**config.mk**
```make
export PLATFORM = sky130hd
export DESIGN_NAME = fp_addsub_unit
export DESIGN_NICKNAME = d
export VERILOG_FILES = /design/src/rtl/fpas_pkg.sv /design/src/rtl/fpas_ctrl.sv /design/src/rtl/fpas_datapath.sv /design/src/rtl/fp_addsub_unit.sv
export SDC_FILE = /design/constraint.sdc
export NUM_CORES = 1
export LEC_CHECK = 0
export ABC_AREA = 1
export BUFFER_PORTS_ARGS = -buffer_cell sky130_fd_sc_hd__buf_2
export CORE_UTILIZATION = 46
export DETAILED_ROUTE_END_ITERATION = 16
export PLACE_DENSITY = 0.65
export REMOVE_ABC_BUFFERS = 1
export SYNTH_ARGS = -nofsm -noshare
export SYNTH_HDL_FRONTEND = slang
export SYNTH_SLANG_ARGS = --single-unit
```
**constraint.sdc**
```tcl
create_clock -name clk -period 5 [get_ports clk]
set_input_delay 0.25 -clock clk [delete_from_list [all_inputs] [get_ports clk]]
set_output_delay 0.25 -clock clk [all_outputs]
set_load 0.01 [all_outputs]
```
**src/rtl/fpas_pkg.sv**
```systemverilog
package fpas_pkg;
  localparam int EXP_W  = 8;
  localparam int FRAC_W = 23;
  localparam int WORD_W = 1 + EXP_W + FRAC_W;
  localparam int MANT_W = FRAC_W + 1;
  localparam int GRS_W  = 3;
  localparam int ALN_W  = MANT_W + GRS_W;
  localparam int SUM_W  = ALN_W + 1;
  localparam int EXPI_W = EXP_W + 2;
  localparam int LZ_W   = $clog2(ALN_W + 1);
  localparam int EXP_MAX = (1 << EXP_W) - 1;
  localparam logic [WORD_W-1:0] QNAN_WORD = {1'b1, {EXP_W{1'b1}}, 1'b1, {(FRAC_W-1){1'b0}}};

  typedef struct packed {
    logic ovf;
    logic unf;
    logic inv;
    logic den;
  } fpasFlags_t;

  typedef struct packed {
    logic load;
    logic align;
    logic add;
    logic norm;
    logic round;
  } fpasStrobe_t;

  typedef enum logic [2:0] {
    ST_IDLE, ST_ALIGN, ST_ADD, ST_NORM, ST_ROUND
  } fpasState_t;

  // Number of leading zeros; the highest set bit wins because it is scanned last.
  function automatic logic [LZ_W-1:0] countLead(input logic [ALN_W-1:0] v);
    logic [LZ_W-1:0] n;
    n = LZ_W'(ALN_W);
    for (int i = 0; i < ALN_W; i++) begin
      if (v[i]) n = LZ_W'(ALN_W - 1 - i);
    end
    return n;
  endfunction
endpackage

```
**src/rtl/fpas_ctrl.sv**
```systemverilog
module fpas_ctrl
  import fpas_pkg::*;
(
  input  logic        clk,
  input  logic        rstN,
  input  logic        start,
  output fpasStrobe_t strobe,
  output logic        done
);
  fpasState_t state;

  always_comb begin
    strobe       = '0;
    strobe.load  = (state == ST_IDLE) && start;
    strobe.align = (state == ST_ALIGN);
    strobe.add   = (state == ST_ADD);
    strobe.norm  = (state == ST_NORM);
    strobe.round = (state == ST_ROUND);
  end

  always_ff @(posedge clk or negedge rstN) begin
    if (!rstN) begin
      state <= ST_IDLE;
      done  <= 1'b0;
    end else begin
      done <= (state == ST_ROUND);
      unique case (state)
        ST_IDLE:  if (start) state <= ST_ALIGN;
        ST_ALIGN: state <= ST_ADD;
        ST_ADD:   state <= ST_NORM;
        ST_NORM:  state <= ST_ROUND;
        ST_ROUND: state <= ST_IDLE;
        default:  state <= ST_IDLE;
      endcase
    end
  end
endmodule

```
**src/rtl/fpas_datapath.sv**
```systemverilog
module fpas_datapath
  import fpas_pkg::*;
(
  input  logic              clk,
  input  logic              rstN,
  input  fpasStrobe_t       strobe,
  input  logic              opSub,
  input  logic [WORD_W-1:0] opA,
  input  logic [WORD_W-1:0] opB,
  input  logic              clrFlags,
  output logic [WORD_W-1:0] result,
  output fpasFlags_t        flags
);
  localparam logic signed [EXPI_W-1:0] EXP_TOP = EXPI_W'(EXP_MAX);
  localparam logic signed [EXPI_W-1:0] EXP_ONE = EXPI_W'(1);

  // ---------------- operand classification (load stage) ----------------
  logic              aSign, bSign;
  logic [EXP_W-1:0]  aExp, bExp;
  logic [FRAC_W-1:0] aFrac, bFrac;
  logic aNan, bNan, aInf, bInf, aZero, bZero, aDen, bDen, aBigger;

  always_comb begin
    aSign = opA[WORD_W-1];
    bSign = opB[WORD_W-1] ^ opSub;
    aExp  = opA[WORD_W-2 -: EXP_W];
    bExp  = opB[WORD_W-2 -: EXP_W];
    aFrac = opA[FRAC_W-1:0];
    bFrac = opB[FRAC_W-1:0];
    aNan  = (aExp == EXP_W'(EXP_MAX)) && (aFrac != '0);
    bNan  = (bExp == EXP_W'(EXP_MAX)) && (bFrac != '0);
    aInf  = (aExp == EXP_W'(EXP_MAX)) && (aFrac == '0);
    bInf  = (bExp == EXP_W'(EXP_MAX)) && (bFrac == '0);
    aZero = (aExp == '0) && (aFrac == '0);
    bZero = (bExp == '0) && (bFrac == '0);
    aDen  = (aExp == '0) && (aFrac != '0);
    bDen  = (bExp == '0) && (bFrac != '0);
    aBigger = {aExp, aFrac} >= {bExp, bFrac};
  end

  logic              specHit;
  logic [WORD_W-1:0] specVal;
  fpasFlags_t        specFlg;

  always_comb begin
    specHit = 1'b1;
    specVal = QNAN_WORD;
    specFlg = '0;
    if (aDen || bDen)            specFlg.den = 1'b1;
    else if (aNan || bNan)       specVal = QNAN_WORD;
    else if (aInf && bInf) begin
      if (aSign != bSign)        specFlg.inv = 1'b1;
      else                       specVal = opA;
    end
    else if (aInf)               specVal = opA;
    else if (bInf)               specVal = {bSign, opB[WORD_W-2:0]};
    else if (aZero && bZero)     specVal = {aSign & bSign, {(WORD_W-1){1'b0}}};
    else if (aZero)              specVal = {bSign, opB[WORD_W-2:0]};
    else if (bZero)              specVal = opA;
    else                         specHit = 1'b0;
  end

  // Operation context, held from load until the next load.
  logic                     s1Special, s1Sign, s1Sub;
  logic [WORD_W-1:0]        s1SpecVal;
  fpasFlags_t               s1SpecFlg;
  logic signed [EXPI_W-1:0] s1Exp;
  logic [MANT_W-1:0]        s1MBig, s1MSmall;
  logic [EXP_W-1:0]         s1Shift;

  always_ff @(posedge clk or negedge rstN) begin
    if (!rstN) begin
      s1Special <= 1'b0;
      s1Sign    <= 1'b0;
      s1Sub     <= 1'b0;
      s1SpecVal <= '0;
      s1SpecFlg <= '0;
      s1Exp     <= '0;
      s1MBig    <= '0;
      s1MSmall  <= '0;
      s1Shift   <= '0;
    end else if (strobe.load) begin
      s1Special <= specHit;
      s1SpecVal <= specVal;
      s1SpecFlg <= specFlg;
      s1Sub     <= aSign ^ bSign;
      s1Sign    <= aBigger ? aSign : bSign;
      s1Exp     <= $signed({{(EXPI_W-EXP_W){1'b0}}, (aBigger ? aExp : bExp)});
      s1MBig    <= aBigger ? {1'b1, aFrac} : {1'b1, bFrac};
      s1MSmall  <= aBigger ? {1'b1, bFrac} : {1'b1, aFrac};
      s1Shift   <= aBigger ? (aExp - bExp) : (bExp - aExp);
    end
  end

  // ---------------- alignment with guard/round/sticky ----------------
  logic [ALN_W-1:0] alnExt, alnShifted, alnNext, s2Aligned;
  logic             alnLost;

  always_comb begin
    alnExt = {s1MSmall, {GRS_W{1'b0}}};
    if (int'(s1Shift) >= ALN_W) begin
      alnShifted = '0;
      alnLost    = 1'b1;
    end else begin
      alnShifted = alnExt >> s1Shift;
      alnLost    = |(alnExt & ~({ALN_W{1'b1}} << s1Shift));
    end
    alnNext = {alnShifted[ALN_W-1:1], alnShifted[0] | alnLost};
  end

  always_ff @(posedge clk or negedge rstN) begin
    if (!rstN)             s2Aligned <= '0;
    else if (strobe.align) s2Aligned <= alnNext;
  end

  // ---------------- magnitude add or subtract ----------------
  logic [SUM_W-1:0] bigExt, smallExt, s3Sum;

  always_comb begin
    bigExt   = {1'b0, s1MBig, {GRS_W{1'b0}}};
    smallExt = {1'b0, s2Aligned};
  end

  always_ff @(posedge clk or negedge rstN) begin
    if (!rstN)           s3Sum <= '0;
    else if (strobe.add) s3Sum <= s1Sub ? (bigExt - smallExt) : (bigExt + smallExt);
  end

  // ---------------- normalisation ----------------
  logic [LZ_W-1:0]          lzCnt;
  logic [ALN_W-1:0]         normM, s4M;
  logic signed [EXPI_W-1:0] normExp, s4Exp;
  logic                     s4Zero;

  always_comb begin
    lzCnt = countLead(s3Sum[ALN_W-1:0]);
    if (s3Sum[SUM_W-1]) begin
      normM   = {s3Sum[SUM_W-1:2], s3Sum[1] | s3Sum[0]};
      normExp = s1Exp + EXP_ONE;
    end else begin
      normM   = s3Sum[ALN_W-1:0] << lzCnt;
      normExp = s1Exp - $signed({{(EXPI_W-LZ_W){1'b0}}, lzCnt});
    end
  end

  always_ff @(posedge clk or negedge rstN) begin
    if (!rstN) begin
      s4M    <= '0;
      s4Exp  <= '0;
      s4Zero <= 1'b0;
    end else if (strobe.norm) begin
      s4M    <= normM;
      s4Exp  <= normExp;
      s4Zero <= (s3Sum == '0);
    end
  end

  // ---------------- rounding, range check, packing ----------------
  logic                     rndUp;
  logic [MANT_W:0]          rndMant;
  logic signed [EXPI_W-1:0] rndExp;
  logic [WORD_W-1:0]        outVal;
  fpasFlags_t               outFlg;

  always_comb begin
    rndUp   = s4M[GRS_W-1] & ((|s4M[GRS_W-2:0]) | s4M[GRS_W]);
    rndMant = {1'b0, s4M[ALN_W-1:GRS_W]} + {{MANT_W{1'b0}}, rndUp};
    rndExp  = s4Exp + $signed({{(EXPI_W-1){1'b0}}, rndMant[MANT_W]});
    outFlg  = '0;
    if (s1Special) begin
      outVal = s1SpecVal;
      outFlg = s1SpecFlg;
    end else if (s4Zero) begin
      outVal = '0;
    end else if (rndExp >= EXP_TOP) begin
      outVal     = {s1Sign, {EXP_W{1'b1}}, {FRAC_W{1'b0}}};
      outFlg.ovf = 1'b1;
    end else if (rndExp < EXP_ONE) begin
      outVal     = {s1Sign, {(WORD_W-1){1'b0}}};
      outFlg.unf = 1'b1;
    end else begin
      outVal = {s1Sign, rndExp[EXP_W-1:0], rndMant[FRAC_W-1:0]};
    end
  end

  always_ff @(posedge clk or negedge rstN) begin
    if (!rstN) begin
      result <= '0;
      flags  <= '0;
    end else begin
      if (strobe.round) result <= outVal;
      flags <= fpasFlags_t'((clrFlags ? '0 : flags) | (strobe.round ? outFlg : '0));
    end
  end
endmodule

```
**src/rtl/fp_addsub_unit.sv**
```systemverilog
module fp_addsub_unit
  import fpas_pkg::*;
(
  input  logic              clk,
  input  logic              rstN,
  input  logic              start,
  input  logic              opSub,
  input  logic [WORD_W-1:0] opA,
  input  logic [WORD_W-1:0] opB,
  input  logic              clrFlags,
  output logic [WORD_W-1:0] result,
  output logic              done,
  output logic              flagOvf,
  output logic              flagUnf,
  output logic              flagInv,
  output logic              flagDen
);
  fpasStrobe_t strobe;
  fpasFlags_t  flags;

  fpas_ctrl ctrl_i (
    .clk    (clk),
    .rstN   (rstN),
    .start  (start),
    .strobe (strobe),
    .done   (done)
  );

  fpas_datapath dp_i (
    .clk      (clk),
    .rstN     (rstN),
    .strobe   (strobe),
    .opSub    (opSub),
    .opA      (opA),
    .opB      (opB),
    .clrFlags (clrFlags),
    .result   (result),
    .flags    (flags)
  );

  assign flagOvf = flags.ovf;
  assign flagUnf = flags.unf;
  assign flagInv = flags.inv;
  assign flagDen = flags.den;
endmodule

```
## Word level (Yosys, flattened, before mapping)

Index checks and enable logic that the tools add are counted.

| word-level totals | value |
|---|---|
| register bits | 234 |
| word-level logic and storage cells | 151 |

| cells by class | value |
|---|---|
| shift-type cells | 3 |
| mux-type cells | 73 |
| equal/unequal tests | 8 |
| reductions and logical operators | 23 |
| order comparisons | 4 |
| bitwise operators | 10 |
| add/subtract/negate cells | 8 |

Operators by type and width:

| operator | number |
|---|---|
| 32-bit 2-to-1 mux | 11 |
| 5-bit 2-to-1 mux | 16 |
| 31-bit 2-to-1 mux | 2 |
| 27-bit 2-to-1 mux | 2 |
| 23-bit zero test | 2 |
| 23-bit 2-to-1 mux | 2 |
| 23-bit nonzero test | 2 |
| 4-bit 2-to-1 mux | 10 |
| 31-bit >= comparator | 1 |
| 27-bit by 27-bit adder with 28-bit output | 1 |
| 28-bit zero test | 1 |
| 28-bit 2-to-1 mux | 1 |
| 27-bit by 27-bit subtractor with 28-bit output | 1 |
| 27-bit bitwise AND | 1 |
| 27-bit NOT | 1 |
| 27-bit OR reduction | 1 |
| 27-bit by 5-bit << shifter with 27-bit output | 1 |
| 27-bit by 8-bit << shifter with 27-bit output, first input constant | 1 |
| 27-bit by 8-bit right shift with 27-bit output | 1 |
| 24-bit by 1-bit adder with 25-bit output | 1 |
| 1-bit 2-to-1 mux | 19 |
| 8-bit equality test, second input constant | 2 |
| 8-bit zero test | 2 |
| 8-bit 2-to-1 mux | 2 |
| other kinds (24) | 45 |

## Longest topological paths before layout

| depth | value |
|---|---|
| word-level depth | 29 |
| mapped depth | 39 |
| gate-level depth less buffers | 37 |

## By module

From an unflattened synthesis, not the netlist that was laid out.

| unflattened totals | value |
|---|---|
| cell total of the unflattened synthesis | 2526 |
| area total of the unflattened synthesis | 17603.1 um^2 |

Modules (own cells, without submodules):

| module | cells an instance | times used | area each (um^2) |
|---|---|---|---|
| fpas_datapath | 2505 | 1 | 17433.0 |
| fpas_ctrl | 21 | 1 | 170.2 |

## Worst setup path before layout

Ideal clock, no wire load.

| path | value |
|---|---|
| path kind | register -> register |
| start point | register dp_i.s4M[3] |
| end point | register dp_i.result[10] |
| library setup time | 0.077 ns |
| cell stages (with the launch flop) | 34 |
| arrival time | 4.146 ns |
| required time | 4.923 ns |
| setup slack | 0.776 ns |
| cell sequence | dfrtp_1 nand2_1 inv_1 ha_1 nand4_1 nor2_1 inv_1 nor2_1 inv_1 nor2_1 nand3_1 nor2_1 nand3_1 nor2_1 nand4_1 nor2_1 nand3_1 nor2_1 ha_1 ha_1 nand3_1 nand3b_1 nand3b_1 xor2_1 nand2_1 nand2_1 nand2_1 inv_1 nor2_1 nand2_1 clkinv_1 clkbuf_1 nand3_1 a21oi_1 |

| between the ends | value |
|---|---|
| word-level cells in the longest chain between the ends | 9 |

Ends and longest elaborated chain:

| item | RTL line | text |
|---|---|---|
| from (decl) | fpas_datapath.sv:131 | `logic [ALN_W-1:0] normM, s4M;` |
| from (signal assigned) | fpas_datapath.sv:152 | `s4M <= normM;` |
| 1-bit OR | fpas_datapath.sv:166 | `rndUp = s4M[GRS_W-1] & ((\|s4M[GRS_W-2:0]) \| s4M[GRS_W]);` |
| 1-bit bitwise AND | fpas_datapath.sv:166 |  |
| 24-bit by 1-bit adder with 25-bit output (*) | fpas_datapath.sv:167 | `rndMant = {1'b0, s4M[ALN_W-1:GRS_W]} + {{MANT_W{1'b0}}, rndUp};` |
| 10-bit by 2-bit adder with 10-bit output | fpas_datapath.sv:168 | `rndExp = s4Exp + $signed({{(EXPI_W-1){1'b0}}, rndMant[MANT_W]});` |
| 10-bit by 2-bit < comparator with 1-bit output | fpas_datapath.sv:178 | `end else if (rndExp < EXP_ONE) begin` |
| 31-bit 2-to-1 mux | fpas_datapath.sv:178 |  |
| 31-bit 2-to-1 mux (*) | fpas_datapath.sv:175 | `end else if (rndExp >= EXP_TOP) begin` |
| 32-bit 2-to-1 mux (*) | fpas_datapath.sv:173 | `end else if (s4Zero) begin` |
| 32-bit 2-to-1 mux (*) | fpas_datapath.sv:170 | `if (s1Special) begin` |
| to (signal assigned) | fpas_datapath.sv:191 | `if (strobe.round) result <= outVal;` |
| to (decl) | fpas_datapath.sv:11 | `output logic [WORD_W-1:0] result,` |

Every way passes the cells marked *; elsewhere a longest branch is shown, timed or not.
A chain may end at the register's enable or synchronous reset.

## Worst setup path in the final report

| path | value |
|---|---|
| start point | register dp_i.s4M[3] |
| end point | register dp_i.result[19] |

Same word-level chain as after synthesis.

==> flow_summary.rst <==
.. list-table::
   :header-rows: 1

   * - Metric
     - Value
   * - Number of synthesized flops with an enable pin
     - 0
   * - Switching part of the total
     - 0.516
   * - Signed area change from the synthesized netlist to the final layout
     - 12.0%
   * - Most common cell after layout, fill and taps aside
     - nand2_1
   * - Final clock skew
     - 0.0123 ns
   * - Average wire per cell in the routed design
     - 20.0 µm
   * - Number of warning messages in the yosys log
     - 0
   * - Arrival time at the worst endpoint
     - 4.93 ns
   * - Wire length of the first global-routing pass
     - 97,200 µm
   * - Detail Route Antenna Nets
     - 0
   * - Relative contribution of sequential cells to total power
     - 0.260
   * - Finish-stage setup viols
     - 0
   * - Worst reg-to-reg setup slack
     - 0.51 ns
   * - Number of rows in the core area
     - 71
   * - Power spent charging and discharging nets
     - 6.88 mW
   * - Pleak
     - 9.47 nW
   * - CP Class
     - register to register
   * - Floorplan Core Area
     - 37,700 µm²
   * - Clock-pin slew on the worst setup and hold paths
     - 0.06 ns
   * - Setup TNS Final
     - 0 ns
   * - Via total after detailed routing
     - 18,225
   * - Peak supply drop
     - 0.369 mV
   * - Number of buffers created by CTS
     - 28
   * - CP Launch Type
     - register
   * - Height of the die
     - 197 µm
   * - Number of flip-flops and latches in the synthesized netlist
     - 233
   * - Fmax
     - 0.223 GHz
   * - Max-slew violation count
     - 0
   * - Number of antenna violations at the first check in global routing
     - 5
   * - Filler cells
     - 3,810
   * - Global route overflow
     - 0
   * - Critical-path top delay cell
     - dfrtp_1
   * - Top cell by count, worst path
     - nor2_1
   * - Final period utilization
     - 0.899
   * - Cell type with the highest aggregate area in the netlist
     - dfrtp_1
   * - Worst-Skew Late Latency
     - 0.57 ns
   * - Synthesized area divided by synthesized cell count
     - 6.90 µm²
   * - Deepest clock path buffer count
     - 3
   * - H-Tree Level Count
     - 1
   * - Horizontal die dimension
     - 197 µm
   * - Post-synth design cell area
     - 17,600 µm²
   * - Final hold slack
     - 0.0198 ns
   * - CTS sink cnt
     - 233
   * - Last weighted congestion value of the routability-driven placer
     - 0.991
   * - Root buf cell
     - clkbuf_16
   * - Total GRT Usage
     - 0.321
   * - Residual DRC
     - 0
   * - Vias in the first global route
     - 17,032
   * - Top cells by area in the synthesized netlist
     - dfrtp_1 (33%), nand2_1 (11%), o21ai_0 (9.3%)
   * - Detailed-placement wirelength estimate
     - 47,100 µm
   * - Final Hold Viols
     - 0
   * - Relative slew slack
     - 0.399
   * - Gate Count Post-Synth
     - 2,545
   * - Footprint of the multi-input gates
     - 10,100 µm²
   * - Area enclosed by the die boundary
     - 39,000 µm²
   * - Share of final-layout standard cells stronger than drive strength 1
     - 0.0831
   * - Share of the synthesized area in the top cell type
     - 0.332
   * - Pin count of the biggest net entering global routing
     - 144
   * - Sequential Area
     - 5830 µm²
   * - Power density normalized to cell area
     - 678 nW/µm²
   * - Number of detailed-route iterations in the first pass
     - 8
   * - Family with the most delay on the worst path
     - simple AND/OR/NAND/NOR gates
   * - Predominant post-synthesis flop cell
     - dfrtp_1
   * - Number of buffers and inverters on the critical path
     - 6
   * - CTS tree
     - built
   * - Crit end category
     - register
   * - Final Critical Period
     - 4.49 ns
   * - DRC violation total after the first TritonRoute iteration
     - 1,715
   * - Maximum Capacitance Violations
     - 0
   * - Number of top-level pins
     - 106
   * - Power share of the combinational group
     - 0.573
   * - Proportion of power drawn by the clock network
     - 0.167
   * - Synth async-reset ratio
     - 1.00
   * - Highest-count cells in the layout ignoring fill and taps
     - nand2_1 (496), o21ai_0 (326), inv_1 (294), a21oi_1 (254), dfrtp_1 (233)
   * - Worst path max stage delay
     - 0.37 ns
   * - Status
     - finished clean
   * - Via/cell ratio
     - 5.83
   * - Required time at the endpoint of the critical path
     - 5.44 ns
   * - Number of nets at the end of the flow
     - 2,761
   * - Measured slew at the worst slew-check pin
     - 0.896 ns
   * - Final WL
     - 62,700 µm
   * - Count of unique library cells instantiated by Yosys
     - 58
   * - Share of the yosys chip area belonging to registers
     - 0.332
   * - Maximum fanout encountered on the critical timing path
     - 18
   * - Internal power
     - 6.45 mW
   * - Initial standard-cell utilization of the core
     - 0.466
   * - Count of buffers from port buffering
     - 105
   * - Class of the most critical hold timing path
     - input pin to register
==> final timing paths <==
| kind | startpoint | to | cells past startpoint |
|---|---|---|---|
| max | dp_i.s4M[3] | dp_i.result[19] | 33 |
| min | opB[5] | dp_i.s1MBig[5] | 3 |
| max reg2reg | dp_i.s4M[3] | dp_i.result[19] | 33 |
| min reg2reg | dp_i.s1Shift[7] | dp_i.s1Shift[7] | 2 |
| max in group asynchronous | rstN | dp_i.s3Sum[0] | 3 |
| min in group asynchronous | rstN | dp_i.s4M[21] | 2 |
==> synthesized netlist by cell type, types with 25 or more instances <==
cell type	count
clkbuf_1	109
nand2_1	497
dfrtp_1	233
nor2_1	191
inv_1	294
ha_1	98
nor3_1	25
nand3_1	188
a21oi_1	254
nand4_1	44
o21ai_0	328
xor2_1	41
==> timing repair <==
action / 4_1_cts / 5_1_grt
endpoints found under the hold margin: 101 / 0
hold buffers: 10 / 0
resized for setup: 0 / 10
setup buffers: 0 / 3
endpoints found under the setup margin: 0 / 21
==> per-stage QoR <==
stage	std cells	util	setup slack [ns]	instance area [µm²]	total power, mW
3_3_place_gp	3058	0.491	0.350	18500	10.9
6_report	3128	0.522	0.506	19700	13.3
4_1_cts	3120	0.521	0.290	19600	13.2
3_5_place_dp	3058	0.491	0.320	18500	10.9
5_1_grt	3128	0.522	-0.0185	19700	14.5
2_1_floorplan	2411	-	0.193	17000	8.41
==> tightest hold or removal path, cell delays in order <==
cell     delay [ns]
buf_2          0.11
nor2_1         0.05
o21ai_0        0.14
==> area by class of cell <==
type                            count  area share
Timing Repair Buffer              149      0.0463
Multi-Input combinational cell   1874       0.514
Clock inverter                     19      0.0130
Tap cell                          511      0.0325
Antenna cell                        5    0.000636
Sequential cell                   233       0.296
Clock buffer                       33      0.0391
Inverter                          304      0.0580
==> registers in the layout, summed over array words and instances (netlist names) <==
signal	flops
ctrl_i.done	1
ctrl_i.state	3
dp_i.flags	4
dp_i.result	32
dp_i.s1Exp	8
dp_i.s1MBig	23
dp_i.s1MSmall	24
dp_i.s1Shift	8
dp_i.s1Sign	1
dp_i.s1SpecFlg	2
dp_i.s1SpecVal	32
dp_i.s1Special	1
dp_i.s1Sub	1
dp_i.s2Aligned	27
dp_i.s3Sum	28
dp_i.s4Exp	10
dp_i.s4M	27
dp_i.s4Zero	1
==> layer usage <==
| metal | GRT usage | wire [µm] |
|---|---|---|
| met5 | 0 | 0 |
| met4 | 0.142 | 2970 |
| met3 | 0.0331 | 4210 |
| met2 | 0.486 | 27400 |
| met1 | 0.461 | 28100 |
==> power groups by stage <==
stage          Sequential [mW]  Combinational, mW  Clock (mW)
4_1_cts                   3.45               7.51        2.26
6_report                  3.47               7.64        2.22
5_1_grt                   3.55               8.60        2.32
2_1_floorplan             3.35               5.06           0
3_3_place_gp              3.46               7.40           0
3_5_place_dp              3.47               7.47           0
==> logic make-up (layout without fill, tap and decap cells) <==
logic type | count (synthesis) | in the layout | synth area share
AND/OR/NAND/NOR | 982 | 982 | 0.237
AO/OA/AOI/OAI | 736 | 736 | 0.233
buffers and inverters | 438 | 505 | 0.0956
flip-flops | 233 | 233 | 0.332
adder cells (fa/ha/maj) | 102 | 102 | 0.0743
XOR/XNOR | 45 | 45 | 0.0224
multiplexers | 9 | 9 | 0.00520
other | 0 | 5 | 0
No activity file was read; power rests on OpenSTA's default activity.
